## config.mk

```make
export PLATFORM = sky130hd
export DESIGN_NAME = xchg_bus_widener
export DESIGN_NICKNAME = d
export VERILOG_FILES = /design/src/rtl/xchg_pkg.sv /design/src/rtl/xchg_rst_sync.sv /design/src/rtl/xchg_en_reg.sv /design/src/rtl/xchg_a2b.sv /design/src/rtl/xchg_b2a.sv /design/src/rtl/xchg_ctl.sv /design/src/rtl/xchg_bus_widener.sv
export SDC_FILE = /design/constraint.sdc
export NUM_CORES = 1
export LEC_CHECK = 0
export BUFFER_PORTS_ARGS = -buffer_cell sky130_fd_sc_hd__clkbuf_2
export CAP_MARGIN = 0
export CORE_MARGIN = 2
export CORE_UTILIZATION = 50
export DETAILED_ROUTE_END_ITERATION = 8
export PLACE_DENSITY = 0.9
export SETUP_SLACK_MARGIN = 0.15
export SYNTH_ARGS = -nofsm -noshare
export SYNTH_HDL_FRONTEND = slang
export SYNTH_SLANG_ARGS = --single-unit
```

## constraint.sdc

```tcl
create_clock -name clk_i -period 2.8 [get_ports clk_i]
set_input_delay 0.14 -clock clk_i [delete_from_list [all_inputs] [get_ports clk_i]]
set_output_delay 0.14 -clock clk_i [all_outputs]
set_load 0.03 [all_outputs]
```

## src/rtl/xchg_pkg.sv

```systemverilog
package xchg_pkg;
  localparam int unsigned NARROW_W = 12;
  localparam int unsigned HALVES   = 2;
  localparam int unsigned WIDE_W   = NARROW_W * HALVES;

  typedef enum logic {
    HALF_1B = 1'b0,
    HALF_2B = 1'b1
  } half_sel_e;
endpackage

```

## src/rtl/xchg_rst_sync.sv

```systemverilog
module xchg_rst_sync #(
  parameter int unsigned DEPTH = 2
) (
  input  logic clk_i,
  input  logic rst_ni,
  output logic rst_sync_no
);
  logic [DEPTH-1:0] chain_q;
  logic [DEPTH-1:0] chain_d;

  always_comb begin
    chain_d = {chain_q[DEPTH-2:0], 1'b1};
  end

  always_ff @(posedge clk_i or negedge rst_ni) begin
    if (!rst_ni) chain_q <= '0;
    else         chain_q <= chain_d;
  end

  assign rst_sync_no = chain_q[DEPTH-1];
endmodule

```

## src/rtl/xchg_en_reg.sv

```systemverilog
module xchg_en_reg #(
  parameter int unsigned    W       = 12,
  parameter logic [W-1:0]   RST_VAL = '0
) (
  input  logic         clk_i,
  input  logic         rst_ni,
  input  logic         ce_ni,
  input  logic [W-1:0] d_i,
  output logic [W-1:0] q_o
);
  logic [W-1:0] q_q;
  logic [W-1:0] q_d;

  always_comb begin
    if (ce_ni) q_d = q_q;
    else       q_d = d_i;
  end

  always_ff @(posedge clk_i or negedge rst_ni) begin
    if (!rst_ni) q_q <= RST_VAL;
    else         q_q <= q_d;
  end

  assign q_o = q_q;
endmodule

```

## src/rtl/xchg_a2b.sv

```systemverilog
module xchg_a2b #(
  parameter int unsigned W        = 12,
  parameter int unsigned DEPTH_1B = 2
) (
  input  logic         clk_i,
  input  logic         rst_ni,
  input  logic         ce1_ni,
  input  logic         ce2_ni,
  input  logic [W-1:0] a_i,
  output logic [W-1:0] mid_o,
  output logic [W-1:0] b1_o,
  output logic [W-1:0] b2_o
);
  logic [W-1:0] pipe [0:DEPTH_1B];

  assign pipe[0] = a_i;

  for (genvar g = 0; g < DEPTH_1B; g++) begin : g_stage
    xchg_en_reg #(.W(W)) u_stage (
      .clk_i (clk_i),
      .rst_ni(rst_ni),
      .ce_ni (ce1_ni),
      .d_i   (pipe[g]),
      .q_o   (pipe[g+1])
    );
  end

  xchg_en_reg #(.W(W)) u_r2 (
    .clk_i (clk_i),
    .rst_ni(rst_ni),
    .ce_ni (ce2_ni),
    .d_i   (a_i),
    .q_o   (b2_o)
  );

  assign mid_o = pipe[1];
  assign b1_o  = pipe[DEPTH_1B];
endmodule

```

## src/rtl/xchg_b2a.sv

```systemverilog
module xchg_b2a
  import xchg_pkg::*;
#(
  parameter int unsigned W = 12
) (
  input  logic         clk_i,
  input  logic         rst_ni,
  input  logic         ce1_ni,
  input  logic         ce2_ni,
  input  logic [W-1:0] b1_i,
  input  logic [W-1:0] b2_i,
  input  half_sel_e    sel_i,
  output logic [W-1:0] st1_o,
  output logic [W-1:0] st2_o,
  output logic [W-1:0] a_o
);
  xchg_en_reg #(.W(W)) u_st1 (
    .clk_i (clk_i),
    .rst_ni(rst_ni),
    .ce_ni (ce1_ni),
    .d_i   (b1_i),
    .q_o   (st1_o)
  );

  xchg_en_reg #(.W(W)) u_st2 (
    .clk_i (clk_i),
    .rst_ni(rst_ni),
    .ce_ni (ce2_ni),
    .d_i   (b2_i),
    .q_o   (st2_o)
  );

  always_comb begin
    unique case (sel_i)
      HALF_2B: a_o = st2_o;
      default: a_o = st1_o;
    endcase
  end
endmodule

```

## src/rtl/xchg_ctl.sv

```systemverilog
module xchg_ctl
  import xchg_pkg::*;
(
  input  logic      clk_i,
  input  logic      rst_ni,
  input  logic      sel_i,
  input  logic      a_oe_ni,
  input  logic      b_oe_ni,
  output half_sel_e sel_o,
  output logic      a_drive_o,
  output logic      b_drive_o
);
  logic [2:0] ctl_q;

  xchg_en_reg #(.W(3), .RST_VAL(3'b110)) u_ctl (
    .clk_i (clk_i),
    .rst_ni(rst_ni),
    .ce_ni (1'b0),
    .d_i   ({a_oe_ni, b_oe_ni, sel_i}),
    .q_o   (ctl_q)
  );

  assign sel_o     = half_sel_e'(ctl_q[0]);
  assign b_drive_o = ~ctl_q[1];
  assign a_drive_o = ~ctl_q[2];
endmodule

```

## src/rtl/xchg_bus_widener.sv

```systemverilog
module xchg_bus_widener
  import xchg_pkg::*;
#(
  parameter int unsigned W        = NARROW_W,
  parameter int unsigned DEPTH_1B = 2,
  parameter int unsigned SYNC_D   = 2
) (
  input  logic         clk_i,
  input  logic         rst_ni,
  input  logic [W-1:0] a_data_i,
  input  logic         a2b1_ce_n_i,
  input  logic         a2b2_ce_n_i,
  input  logic [W-1:0] b1_data_i,
  input  logic [W-1:0] b2_data_i,
  input  logic         b2a1_ce_n_i,
  input  logic         b2a2_ce_n_i,
  input  logic         half_sel_i,
  input  logic         a_oe_n_i,
  input  logic         b_oe_n_i,
  output logic [W-1:0] a_data_o,
  output logic         a_drive_o,
  output logic [W-1:0] b1_data_o,
  output logic [W-1:0] b2_data_o,
  output logic         b1_drive_o,
  output logic         b2_drive_o
);
  logic         rst_sync_n;
  logic [W-1:0] a2b_mid;
  logic [W-1:0] st1;
  logic [W-1:0] st2;
  half_sel_e    sel_q;
  logic         b_drive;

  xchg_rst_sync #(.DEPTH(SYNC_D)) u_rst (
    .clk_i      (clk_i),
    .rst_ni     (rst_ni),
    .rst_sync_no(rst_sync_n)
  );

  xchg_a2b #(.W(W), .DEPTH_1B(DEPTH_1B)) u_a2b (
    .clk_i (clk_i),
    .rst_ni(rst_sync_n),
    .ce1_ni(a2b1_ce_n_i),
    .ce2_ni(a2b2_ce_n_i),
    .a_i   (a_data_i),
    .mid_o (a2b_mid),
    .b1_o  (b1_data_o),
    .b2_o  (b2_data_o)
  );

  xchg_ctl u_ctl (
    .clk_i    (clk_i),
    .rst_ni   (rst_sync_n),
    .sel_i    (half_sel_i),
    .a_oe_ni  (a_oe_n_i),
    .b_oe_ni  (b_oe_n_i),
    .sel_o    (sel_q),
    .a_drive_o(a_drive_o),
    .b_drive_o(b_drive)
  );

  xchg_b2a #(.W(W)) u_b2a (
    .clk_i (clk_i),
    .rst_ni(rst_sync_n),
    .ce1_ni(b2a1_ce_n_i),
    .ce2_ni(b2a2_ce_n_i),
    .b1_i  (b1_data_i),
    .b2_i  (b2_data_i),
    .sel_i (sel_q),
    .st1_o (st1),
    .st2_o (st2),
    .a_o   (a_data_o)
  );

  assign b1_drive_o = b_drive;
  assign b2_drive_o = b_drive;
endmodule

```

==> flow_summary.toml, run 1 <==
[floorplan]
fp.dieW_um = 76.32
dieArea_um2 = 5825
die_y_um = 76.32
start_util_pct = 51.53
design.core.area_um2 = 5075
rows = 26
ios = 84

[cts]
cts_sinks = 65
insertion_delay_ns = 0.34
path_clk_slew_ns = 0.07
ctsHtreeMaxLevel = 3
clk_path_buf_depth = 2
cts_resized = 0
cts_setup_buffers = 0
cts_hold_buf = 4
numCtsBuffers = 9
cts-root-buf = "clkbuf_8"
cts_tree = "built"

[synthesis]
synth_warnings = 0
postSynth.asyncResetShare_pct = 100.0
synth_area_um2 = 2615
yosys-top-cells-count = "dfrtp_1, mux2_2, mux2_4"
synthAdderAreaFrac_pct = 0
syn_avg_cell_area_um2 = 17.67
synth_largest_area_cell = "dfrtp_1"
ys_seq_area_share_pct = 62.30
synth.most_common_cell = "dfrtp_1"
synth-xor-area-share_pct = 0
muxShareOfSynthArea_pct = 33.88
syn_nets = 193
synth.distinct_cells = 9
postSynthCellCount = 148
synthTopCellsByArea = "dfrtp_1, mux2_2, mux2_4, dfstp_2, buf_12"
synth_top_family_by_area = "multiplexers"
yosys.area_share.simple_pct = 0
synthFlopType = "dfrtp_1"
ys_ff_latch = 65
synth_edf_count = 0
synth_compound_area_share_pct = 0
synth_top_area_share_pct = 60.29

[pwr]
p_leak_nw = 1.610
ir_worst_vdd_mv = 0.5067
p_per_area_nw_per_um2 = 707.2

[cells_and_area]
instances_no_fill = 314
syn_to_final_growth_pct = 25.31
num-nets-final = 284
n_antenna_cell = 0
final_layout_size_suffix_gt1_share_pct = 70.90

[timing]
finalSetupViolations = 0
skew_ns = 0.01079
hold_viol = 0
period_needed_ns = 1.727
post-route-period-util_pct = 61.68
max_freq_mhz = 579.0
setup_tns_ns = 0
tightest_slew_ns = 0.8014
slew_violations = 0
rsz0062_at_grt = "no"
relSlewSlack_pct = 46.57

[status]
status = "finished clean"

[global_route]
grt_pass1_wl_um = 7659
overflow = 0
grt_start_max_net_pins = 34
first_global_vias = 1580
antenna_found_initial = 0
grt_usage_pct = 17.14

[min_path]
worstHoldStart = "b1_data_i[7]"
hold_class = "input pin to flop"
holdPathStages = 2
whs_endpoint = "u_b2a.u_st1.q_o[7]$_DFFE_PN0N_"

[drt]
drt_iter0_markers = 43
postRouteAntennaNets = 0
dr_wl_met3_um = 356
met1Wirelength_um = 2082
vias = 1507
finalWirelength_um = 4412
wl_per_cell_um = 14.05
drc = 0
routed_via_density = 4.799
dr.pass1.iters = 4
dr_wl_met2_um = 1909
highest_layer = "met4"

[critical_path]
worstPathMaxFanout = 12
worst-r2r-cell-count = 1
cpLargestDelayFamily = "flip-flops"
crit_chain = "mux2_2, clkbuf_2"
cp-start-kind = "flop"
reg2reg_from = "u_rst.chain_q[1]$_DFF_PN0_"
max_stage_delay_ns = 0.66
r2r_slack_ns = 1.63
worst_setup_path_end_kind = "output port"
critPathRequiredTime_ns = 2.66
cp.arrival_ns = 1.59
r2r_end = "u_a2b.g_stage[0].u_stage.q_o[1]$_DFFE_PN0N_"
crit_type = "flop to output port"
critPathBufInv = 1
cp_slowest_cell = "dfrtp_1"

[placement]
dp.cells = 294
portBuffers = 83
routabilityCongestion = 0.7048
dpl.hpwl_um = 3070

[flow_run]
maxCapViolCount = 0
==> layout by cell type, fill, tap and decap left out, drive strengths merged <==
cell and n:
clkbuf 96, buf 1, clkinv 2, dfrtp 63, conb 1, inv 2, mux2 72, bufinv 1
dlygate4sd3 4, dfstp 2
==> per-stage QoR <==
step                      setup WS [ns]  utilization (%)  hold slack [ns]  area (um^2)  power, mW
after floorplan                  0.8596                -          -0.1556         2615      1.419
after global placement            1.486            59.86         -0.07316         3038      1.530
after detailed placement          1.425            59.86         -0.07150         3038      1.543
after CTS                         1.055            64.57          0.01600         3277      2.348
after global routing             0.9714            64.57          0.02008         3277      2.426
final                             1.073            64.57          0.03204         3277      2.317
==> metal layers <==
layer / up-vias / global-route usage [%]
met2: 67 / 24.25
met3: 6 / 6.991
met1: 730 / 23.81
met4: 0 / 6.545
met5: - / 0
li1: 704 / -
==> area by class of cell <==
| cell class | count | area [um^2] |
|---|---|---|
| clock buffers | 13 | 158.9 |
| clock inverters | 3 | 40.04 |
| fillers | 393 | 1798 |
| inverters | 2 | 7.507 |
| multi-input cells | 73 | 889.6 |
| flip-flops and latches | 65 | 1630 |
| well taps | 70 | 87.58 |
| repair buffers | 88 | 462.9 |
==> state kept, by name (all words and copies together), names as in the netlist <==
register	count
u_a2b.u_r2.q_o	12
u_a2b.g_stage.u_stage.q_o	24
u_ctl.u_ctl.q_o	3
u_b2a.u_st1.q_o	12
u_rst.chain_q	2
u_b2a.u_st2.q_o	12
==> cell families (layout without fill, tap and decap cells) <==
logic type	Yosys count	after routing
other	1	1
flip-flops	65	65
multiplexers	72	72
buffers and inverters	10	106
==> power breakdown <==
part | switching [mW] | internal (mW) | total (mW)
logic | 0.232 | 0.193 | 0.425
registers | 0.0630 | 1.04 | 1.10
clock network | 0.332 | 0.458 | 0.790
==> how the worst max path moves through the flow <==
| stage | start | end | cells after the start |
|---|---|---|---|
| after global placement | u_ctl.u_ctl.q_o[0]$_DFF_PN0_ | a_data_o[6] | 2 |
| after CTS | u_ctl.u_ctl.q_o[0]$_DFF_PN0_ | a_data_o[8] | 2 |
| final | u_ctl.u_ctl.q_o[0]$_DFF_PN0_ | a_data_o[8] | 2 |
| after detailed placement | u_ctl.u_ctl.q_o[0]$_DFF_PN0_ | a_data_o[8] | 2 |
| after floorplan | u_rst.chain_q[1]$_DFF_PN0_ | u_a2b.g_stage[0].u_stage.q_o[0]$_DFFE_PN0N_ | 0 |
| after global routing | u_ctl.u_ctl.q_o[0]$_DFF_PN0_ | a_data_o[8] | 2 |
(Power assumes the default switching activity.)
==> run 2: changes to the inputs <==
clock period = 1.65 ns   (was 2.8 ns; I/O delays follow)
==> flow_summary.toml, run 2 (synthesis gave the netlist of run 1 again) <==
[placement]
pre_cts_ws_ns = 0.3187
routabilityCongestion = 0.6998
dpl.hpwl_um = 3183
placed_cell_area_um2 = 3070
portBuffers = 83
dp.cells = 295

[timing]
skew_ns = 0.008539
setup_tns_ns = 0
period_needed_ns = 1.459
finalSetupViolations = 0
setup_ws_ns = 0.1905
max_freq_mhz = 685.2
hold_viol = 0
rsz0062_at_grt = "no"
post-route-period-util_pct = 88.45
slew_violations = 0

[critical_path]
critPathRequiredTime_ns = 1.57
worst_setup_path_end_kind = "output port"
cp.arrival_ns = 1.38
crit_type = "flop to output port"
cp-start-kind = "flop"
worstPathMaxFanout = 12

[cts]
insertion_delay_ns = 0.33
cts-root-buf = "clkbuf_8"
numCtsBuffers = 9
cts_tree = "built"
ctsHtreeMaxLevel = 3
path_clk_slew_ns = 0.07
cts_sinks = 65
clk_path_buf_depth = 2

[floorplan]
dieArea_um2 = 5825
start_util_pct = 51.53
die_y_um = 76.32
fp.dieW_um = 76.32
ios = 84
rows = 26
design.core.area_um2 = 5075

[cells_and_area]
syn_to_final_growth_pct = 40.67
final_cell_mix = "clkbuf_2, dfrtp_1, mux2_2"
final_util_pct = 72.49
n_fill_cell = 332
final_common_cell = "clkbuf_2"
n_antenna_cell = 0
largest_reg_flops = 24
num-nets-final = 321
final_layout_size_suffix_gt1_share_pct = 62.99
multi_input_area_um2 = 889.6
instances_no_fill = 351
stdcell_area_um2 = 3679
seq_area_um2 = 1632

[global_route]
first_global_vias = 1865
grt_start_max_net_pins = 64
grt_pass1_wl_um = 9045
antenna_found_initial = 0
overflow = 0
grt_usage_pct = 20.36

[drt]
drt_iter0_markers = 51
dr.pass1.iters = 4
finalWirelength_um = 5528
drc = 0
postRouteAntennaNets = 0
wl_per_cell_um = 15.75
vias = 1667
routed_via_density = 4.749

[pwr]
p_leak_nw = 1.770
p_per_area_nw_per_um2 = 1086
power_switching_share_pct = 27.66
clkPwrFrac_pct = 32.6
switching_power_mw = 1.105
ir_worst_vdd_mv = 0.8359
p_seq_share_pct = 46.5
internal_power_mw = 2.891
combPwrFrac_pct = 20.9

[status]
status = "finished clean"

[flow_run]
maxCapViolCount = 0

[min_path]
hold_class = "input pin to flop"
run 2: changes by cell type in the layout (fill, tap and decap cells not counted):
cell / delta
buf_12: +3
clkinvlp_4: +2
dfrtp_2: +1
dfrtp_1: -1
clkbuf_1: -1
dlygate4sd3_1: +35
buf_4: -1
clkbuf_8: -1
run 2: power groups by stage:
stage	clock (mW)	combinational [mW]	sequential, mW
4_1_cts	1.34	0.830	1.86
6_report	1.30	0.834	1.86
3_5_place_dp	0	0.747	1.89
2_1_floorplan	0	0.379	2.03
3_3_place_gp	0	0.729	1.88
5_1_grt	1.42	0.883	1.88
run 2: cell type report:
| type | instances | share of cell area (%) |
|---|---|---|
| Clock buffer | 11 | 3.844 |
| Clock inverter | 5 | 1.497 |
| Inverter | 2 | 0.2041 |
| Multi-Input combinational cell | 73 | 24.18 |
| Sequential cell | 65 | 44.35 |
| Tap cell | 70 | 2.381 |
| Timing Repair Buffer | 125 | 23.54 |
run 2: worst paths after layout:
path,from,to,cells after the start,slack [ns]
hold reg to reg,u_rst.chain_q[1]$_DFF_PN0_,u_a2b.g_stage[0].u_stage.q_o[8]$_DFFE_PN0N_,1,0.26
setup reg to reg,u_b2a.u_st1.q_o[1]$_DFFE_PN0N_,u_b2a.u_st1.q_o[1]$_DFFE_PN0N_,1,0.87
setup / recovery,u_ctl.u_ctl.q_o[0]$_DFF_PN0_,a_data_o[2],3,0.19
max in group asynchronous,u_rst.chain_q[1]$_DFF_PN0_,u_ctl.u_ctl.q_o[1]$_DFF_PN1_,1,1.07
min in group asynchronous,rst_ni,u_rst.chain_q[0]$_DFF_PN0_,2,0.09
hold / removal,a_data_i[0],u_a2b.u_r2.q_o[0]$_DFFE_PN0N_,2,0.02
run 2: through the flow:
step / hold WS, ns / total power [mW]
detailed placement: -0.1274 / 2.635
floorplan: -0.2131 / 2.408
CTS: 0.006703 / 4.022
finish: 0.01829 / 3.996
global placement: -0.1313 / 2.606
global route: 0.004726 / 4.183
run 2: timing repair:
action / in CTS / in global routing
setup endpoints to repair: 12 / 0
endpoints found under the hold margin: 50 / 0
setup buffers: 1 / 0
hold buffers: 39 / 0
gates resized for setup: 1 / 0
run 2: metal layers:
layer	vias to the layer above	share of wire [%]	global-route usage, %
met1	833	40	22.98
li1	767	-	-
met3	6	6.1	7.346
met2	61	53	36.19
met4	0	0.80	6.000
met5	-	0	0
run 2: critical path, cell delays in order (launching register included):
cell and delay (ns):
dfrtp_2 0.37, buf_12 0.14, mux2_2 0.34, clkbuf_2 0.19
